$ cat config.mk
export PLATFORM = sky130hd
export DESIGN_NAME = latched_addr_rom
export DESIGN_NICKNAME = d
export VERILOG_FILES = /design/src/rtl/rom_if_pkg.sv /design/src/rtl/rom_run_counter.sv /design/src/rtl/rom_cycle_ctl.sv /design/src/rtl/rom_word_store.sv /design/src/rtl/latched_addr_rom.sv
export SDC_FILE = /design/constraint.sdc
export NUM_CORES = 1
export LEC_CHECK = 0
export BUFFER_PORTS_ARGS = -buffer_cell sky130_fd_sc_hd__buf_2
export CORE_MARGIN = 2
export CORE_UTILIZATION = 45
export DETAILED_ROUTE_END_ITERATION = 10
export PLACE_DENSITY_LB_ADDON = 0.1
export SLEW_MARGIN = 40
export SYNTH_ARGS = -nofsm -noshare
export SYNTH_HDL_FRONTEND = slang
export SYNTH_HIERARCHICAL = 1
export SYNTH_SLANG_ARGS = --single-unit
export TNS_END_PERCENT = 1
$ cat constraint.sdc
create_clock -name clk -period 2.3 [get_ports clk]
set_clock_uncertainty 0.1 [all_clocks]
set_input_delay 0.115 -clock clk [delete_from_list [all_inputs] [get_ports clk]]
set_output_delay 0.115 -clock clk [all_outputs]
set_load 0.005 [all_outputs]
$ cat src/rtl/rom_if_pkg.sv
package rom_if_pkg;

  typedef enum logic [1:0] {
    CYC_IDLE = 2'd0,
    CYC_GOOD = 2'd1,
    CYC_BAD  = 2'd2
  } cyc_state_t;

  function automatic int max_of(input int a, input int b);
    return (a > b) ? a : b;
  endfunction

endpackage

$ cat src/rtl/rom_run_counter.sv
module rom_run_counter #(
  parameter int LIMIT = 4,
  localparam int CW = $clog2(LIMIT + 1)
) (
  input  logic          clk,
  input  logic          rst,
  input  logic          run,
  output logic [CW-1:0] cnt
);

  // Counts consecutive edges with run high, saturating at LIMIT.
  always_ff @(posedge clk) begin
    if (rst) begin
      cnt <= '0;
    end else if (!run) begin
      cnt <= '0;
    end else if (cnt != CW'(LIMIT)) begin
      cnt <= cnt + 1'b1;
    end
  end

endmodule

$ cat src/rtl/rom_cycle_ctl.sv
module rom_cycle_ctl
  import rom_if_pkg::*;
#(
  parameter int T_PRE   = 3,
  parameter int T_START = 16,
  parameter int PW      = 5
) (
  input  logic          clk,
  input  logic          rst,
  input  logic          sel_n,
  input  logic [PW-1:0] pre_cnt,
  output logic          sel_fall,
  output logic          cyc_good,
  output logic          viol
);

  logic       sel_d1;
  logic       start_done;
  logic       fall_ok;
  cyc_state_t state;

  assign sel_fall = sel_d1 & ~sel_n;
  assign fall_ok  = (pre_cnt >= PW'(T_PRE)) &&
                    (start_done || (pre_cnt >= PW'(T_START)));
  assign cyc_good = (state == CYC_GOOD);

  always_ff @(posedge clk) begin
    if (rst) begin
      sel_d1     <= 1'b1;
      start_done <= 1'b0;
      state      <= CYC_IDLE;
      viol       <= 1'b0;
    end else begin
      sel_d1 <= sel_n;
      if (pre_cnt >= PW'(T_START)) begin
        start_done <= 1'b1;
      end
      if (sel_n) begin
        state <= CYC_IDLE;
      end else if (sel_fall) begin
        state <= fall_ok ? CYC_GOOD : CYC_BAD;
      end
      if (sel_fall && !fall_ok) begin
        viol <= 1'b1;
      end
    end
  end

endmodule

$ cat src/rtl/rom_word_store.sv
module rom_word_store #(
  parameter int ADDR_W = 13,
  parameter int DATA_W = 8,
  parameter logic [DATA_W-1:0] SEED = 8'hA5
) (
  input  logic              clk,
  input  logic              rst,
  input  logic              capture,
  input  logic [ADDR_W-1:0] addr,
  output logic [DATA_W-1:0] rd_data
);

  // Contents fixed at elaboration: low bits of the address, upper bits
  // shifted up by three, and the seed, all folded by XOR.
  function automatic logic [DATA_W-1:0] word_of(input logic [ADDR_W-1:0] a);
    logic [ADDR_W+DATA_W-1:0] wide;
    wide    = {{DATA_W{1'b0}}, a};
    word_of = wide[DATA_W-1:0] ^ DATA_W'((wide >> DATA_W) << 3) ^ SEED;
  endfunction

  always_ff @(posedge clk) begin
    if (rst) begin
      rd_data <= '0;
    end else if (capture) begin
      rd_data <= word_of(addr);
    end
  end

endmodule

$ cat src/rtl/latched_addr_rom.sv
module latched_addr_rom
  import rom_if_pkg::*;
#(
  parameter int ADDR_W  = 13,
  parameter int DATA_W  = 8,
  parameter logic [DATA_W-1:0] SEED = 8'hA5,
  parameter int T_SEL   = 3,
  parameter int T_DRV   = 2,
  parameter int T_OFF   = 1,
  parameter int T_PRE   = 3,
  parameter int T_START = 16
) (
  input  logic              clk,
  input  logic              rst,
  input  logic              sel_n,
  input  logic              drv_n,
  input  logic [ADDR_W-1:0] addr,
  output logic [DATA_W-1:0] dout,
  output logic              dout_en,
  output logic              viol
);

  localparam int PRE_MAX = max_of(T_PRE, T_START);
  localparam int PW      = $clog2(PRE_MAX + 1);
  localparam int SW      = $clog2(T_SEL + 1);
  localparam int DW      = $clog2(T_DRV + 1);

  logic [PW-1:0]     pre_cnt;
  logic [SW-1:0]     sel_cnt;
  logic [DW-1:0]     drv_cnt;
  logic              sel_fall;
  logic              cyc_good;
  logic [DATA_W-1:0] rd_data;
  logic              rel_w;
  logic              hold;
  logic              present;

  rom_run_counter #(.LIMIT(PRE_MAX)) u_pre_cnt (
    .clk (clk), .rst (rst), .run (sel_n), .cnt (pre_cnt)
  );

  rom_run_counter #(.LIMIT(T_SEL)) u_sel_cnt (
    .clk (clk), .rst (rst), .run (~sel_n), .cnt (sel_cnt)
  );

  rom_run_counter #(.LIMIT(T_DRV)) u_drv_cnt (
    .clk (clk), .rst (rst), .run (~drv_n), .cnt (drv_cnt)
  );

  rom_cycle_ctl #(.T_PRE(T_PRE), .T_START(T_START), .PW(PW)) u_ctl (
    .clk      (clk),
    .rst      (rst),
    .sel_n    (sel_n),
    .pre_cnt  (pre_cnt),
    .sel_fall (sel_fall),
    .cyc_good (cyc_good),
    .viol     (viol)
  );

  rom_word_store #(.ADDR_W(ADDR_W), .DATA_W(DATA_W), .SEED(SEED)) u_store (
    .clk     (clk),
    .rst     (rst),
    .capture (sel_fall),
    .addr    (addr),
    .rd_data (rd_data)
  );

  assign rel_w   = sel_n | drv_n;
  assign present = cyc_good && !sel_n && !drv_n &&
                   (sel_cnt >= SW'(T_SEL)) && (drv_cnt >= DW'(T_DRV));

  generate
    if (T_OFF == 0) begin : g_no_off
      assign hold = 1'b0;
    end else begin : g_off
      localparam int RW = $clog2(T_OFF + 1);
      logic [RW-1:0] rel_cnt;
      rom_run_counter #(.LIMIT(T_OFF)) u_rel_cnt (
        .clk (clk), .rst (rst), .run (rel_w & dout_en), .cnt (rel_cnt)
      );
      assign hold = dout_en && rel_w && (rel_cnt < RW'(T_OFF));
    end
  endgenerate

  always_ff @(posedge clk) begin
    if (rst) begin
      dout_en <= 1'b0;
      dout    <= '0;
    end else begin
      dout_en <= present | hold;
      if (present) begin
        dout <= rd_data;
      end else if (!hold) begin
        dout <= '0;
      end
    end
  end

endmodule

==> summary by stage <==
Run status
The run finished, with violations left. The checks that failed: design-rule violations.

Placement
In this run the cell area measured after placement is about 0.0015 mm². The half-perimeter wire length of the detailed placement result is ~1.8 mm. The count of port buffers added during placement is 26. The number of placed instances with taps included is about 180. The post-placement worst setup slack is between 0.8 and 0.9 ns. Routability-driven placement finished with a final weighted congestion of 0.7024.

Clocking
The longest clock path from root to sink contains 2 buffers. The H-tree was split into 2 levels. TritonCTS built the clock tree. The count of clock tree sinks is 32. The clock tree root buffer cell is sky130_fd_sc_hd__clkbuf_4.

The total setup buffers inserted after CTS is 0. Clock tree synthesis inserted a total of 5 buffers. The clock latency on the worst-skew pair is ~0.32 ns. The clock-pin slew on the worst setup and hold paths is ~0.10 ns.

Routing
Once detail routing completed, the nets flagged for antenna violations numbered 0. The pre-antenna-repair detailed-routing pass consisted of 7 iterations. The routed layout has around 990 vias. Using the TritonRoute via totals, the vias-per-cell ratio works out to around 5.0. After detailed routing, the number of remaining DRC violations is 1. After detailed routing, the average wire length per cell comes to about 13 µm. The final routed wirelength across all metal layers is 2.468 mm. The detailed router finished its first iteration with 16 violations.

Floorplanning
The area enclosed by the die boundary is 0.003442 mm². The initialized floorplan defines 19 standard-cell rows. For this configuration, the core starts out at a cell density of a little under half. The number of top-level pins is 27. Measured along the x axis, the die boundary spans approximately 60 µm. The area of the core region is 0.002805 mm². Measured along the y axis, the die boundary spans about 59 µm.

Timing
Hold is met by roughly 0.03 ns. The maximum clock frequency is ~0.66 GHz. Setup violations remaining at the end of the flow were counted as 0. The final number of max-transition violations is 0. The setup TNS is 0 ns. The final worst-path cycle share is around two thirds. At the pin with the least slew margin, the transition time is approximately 0.56 ns. After layout, the worst setup slack is just under 0.8 ns. The max-slew headroom at the worst pin is between 60% and 70%. The minimum period implied by the final worst setup slack is approximately 1.5 ns. Setup repair after global routing left no endpoint under its margin. The count of endpoints failing hold in the final timing report was 0.

Global routing
The first global-routing pass estimated between 4 and 5 mm of wire. The largest net degree at the start of global routing is 27. The total global routing overflow is 0. The total global-route track usage is about 16%. The initial antenna violation count is 0.

The via count of the first global-routing pass is slightly below 1,000.

Pwr
The internal power is 0.8647 mW. The total power divided by cell area is roughly 650 mW/mm². In this run, the combinational gates consume 10.2% of the power. After layout, the design draws a total of ~1.1 mW. The analysis attributes to net switching a power of around 0.25 mW. The leakage power is 0.7369 nW. Net switching is approximately 22% of the power. In this run, the clock network consumes a little under two fifths of the power. Sequential cells burn about 53% of the power.

The maximum ir drop on the vdd rail is 0.0003704 V.

Setup path
On the critical path, the stage with the largest delay is an instance of sky130_fd_sc_hd__dlygate4sd3_1. The arrival time of the worst setup path is 1.67 ns. The largest single stage delay on the critical path is between 0.5 and 0.6 ns. The maximum fanout along the worst path is 1. The required time of the critical path is between 2 and 2.5 ns.

Among the stages of the critical path, the cell type that occurs most often is sky130_fd_sc_hd__dlygate4sd3_1. The worst reg-to-reg path cell count is 4. The worst-case register-to-register setup slack is around 0.91 ns.

The critical path is of the in2reg type. STA classifies the critical path endpoint as a flip-flop. Walking the worst path, the cells encountered are dlygate4sd3_1, buf_2, xnor2_1, dlygate4sd3_1, a211oi_2. The nature of the critical path startpoint is an input port.

Yosys
The post-synthesis mux area share is about 4.5%. The fraction of registers with async set/reset is 0%. After synthesis, the cell types taking the most area are sky130_fd_sc_hd__dfxtp_1, sky130_fd_sc_hd__a22o_1, sky130_fd_sc_hd__mux2i_1. A synthesized cell averages about 11 µm². The area share of fa/ha/maj cells after synthesis is under 10%. The most common cell in the synthesized netlist is sky130_fd_sc_hd__dfxtp_1. In this run the biggest area consumer among cell types represents between 40% and 50% of the synthesized area. Counting flops and latches in the post-synthesis netlist gives 32.

Summing the areas of all xor and xnor instances in the mapped netlist gives 5.209% of the synthesized area. The sequential cell area fraction in the yosys report is ~48%. The commonest cells after synthesis are sky130_fd_sc_hd__dfxtp_1, sky130_fd_sc_hd__nor2_1, sky130_fd_sc_hd__a22o_1, sky130_fd_sc_hd__inv_1. The number of warning messages in the yosys log is 6. The share of synthesized cell area in and, or, nand and nor gates is 22.05%. The dominant combinational cell family by area after synthesis is simple AND/OR/NAND/NOR gates. The net count after synthesis is 142. The synthesized netlist devotes between 10% and 20% of its cell area to compound gates. The cell area after technology mapping is 0.001345 mm². The synthesized instance count is between 100 and 150. Summed over all instances, the cell type with the most area after synthesis is sky130_fd_sc_hd__dfxtp_1. The most used flip-flop cell after synthesis is sky130_fd_sc_hd__dfxtp_1.

The count of different cell masters after synthesis is 33. The number of enable-type register cells in the synthesized netlist is 0.

Min path
The class of the tightest hold or removal check is in2reg. The worst hold path passes through 4 cells.

Layout
The count of non-filler cells in the finished layout is slightly below 200. The final design utilization is about 61%. Fill cells in the final layout number ~260. Of the cells placed in the final design, the portion with a size suffix greater than 1 is ~30%. The layout net count is approximately 190.

After routing the design area is ~0.0017 mm². The area added between synthesis and finish is 26.70%. The repair_antennas step left the layout with diodes totalling 0.

Job
Max-cap violations in this run came to 0.
-- critical path, delay by kind of cell --
| family | cells | cell delay [ns] |
|---|---|---|
| XOR/XNOR | 1 | 0.11 |
| buffers and inverters | 3 | 1.21 |
| AO/OA/AOI/OAI | 1 | 0.22 |
-- cell usage in the layout (no fill, tap or decap), types with 3 or more instances in the layout --
cell type	instances
sky130_fd_sc_hd__dfxtp_1	32
sky130_fd_sc_hd__buf_2	26
sky130_fd_sc_hd__dlygate4sd3_1	13
sky130_fd_sc_hd__nor2_1	9
sky130_fd_sc_hd__a22o_1	8
sky130_fd_sc_hd__inv_1	7
sky130_fd_sc_hd__nand2b_1	6
sky130_fd_sc_hd__mux2i_1	6
sky130_fd_sc_hd__clkbuf_4	5
sky130_fd_sc_hd__nand3b_1	5
sky130_fd_sc_hd__xor2_1	4
sky130_fd_sc_hd__ha_1	4
sky130_fd_sc_hd__xnor2_1	4
sky130_fd_sc_hd__a211oi_2	4
sky130_fd_sc_hd__or3b_1	3
sky130_fd_sc_hd__nor2_2	3
-- sequential cells by signal, indices dropped and copies added (netlist names) --
register             flops
u_store/rd_data          8
u_ctl/sel_d1             1
u_ctl/start_done         1
u_ctl/viol               1
g_off.u_rel_cnt/cnt      1
u_ctl/state              2
dout_en                  1
u_pre_cnt/cnt            5
dout                     8
u_sel_cnt/cnt            2
u_drv_cnt/cnt            2
-- path summary, 6_finish.rpt --
kind | start | end
max | addr[4] | u_store/rd_data[4]
min | drv_n | u_drv_cnt/cnt[1]
max reg2reg | u_ctl/state[0] | dout[2]
min reg2reg | u_ctl/viol | u_ctl/viol
-- power by group through the flow --
stage | sequential, mW | clock (mW) | combinational (mW)
after CTS | 0.588 | 0.433 | 0.115
after detailed placement | 0.601 | 0 | 0.0923
after global routing | 0.590 | 0.454 | 0.128
final | 0.588 | 0.412 | 0.114
after global placement | 0.600 | 0 | 0.0880
after floorplan | 0.597 | 0 | 0.0602
-- logic make-up (layout without fill, tap and decap cells) --
kind of cell	Yosys count	after routing
multiplexers	6	6
AND/OR/NAND/NOR	41	41
adder cells (fa/ha/maj)	4	4
AO/OA/AOI/OAI	21	21
flip-flops	32	32
buffers and inverters	9	54
XOR/XNOR	8	8
-- layer usage --
layer | routed length [µm] | global-route usage (%) | part of all wire [%] | vias to the layer above
met1 | 1104 | 18.26 | 45 | 448
met4 | 12 | 5.844 | 0.49 | 0
met5 | 0 | 0 | 0 | -
met2 | 1208 | 27.77 | 49 | 26
met3 | 143 | 7.033 | 5.8 | 2
li1 | - | - | - | 515
-- timing repair --
action                    CTS  global route
hold endpoints to repair    8             0
hold buffers               13             0
gates resized for setup     0             0
-- cell type report --
cell class              count  area [µm²]  share of cell area [%]
clock buffers               6       41.29                   2.423
clock inverters             2       35.03                   2.056
inverters                   7       26.28                   1.542
multi-input cells          80       661.9                   38.84
flip-flops and latches     32       640.6                   37.59
well taps                  31       38.79                   2.276
repair buffers             39       260.3                   15.27
No activity file was read; power rests on OpenSTA's default activity.
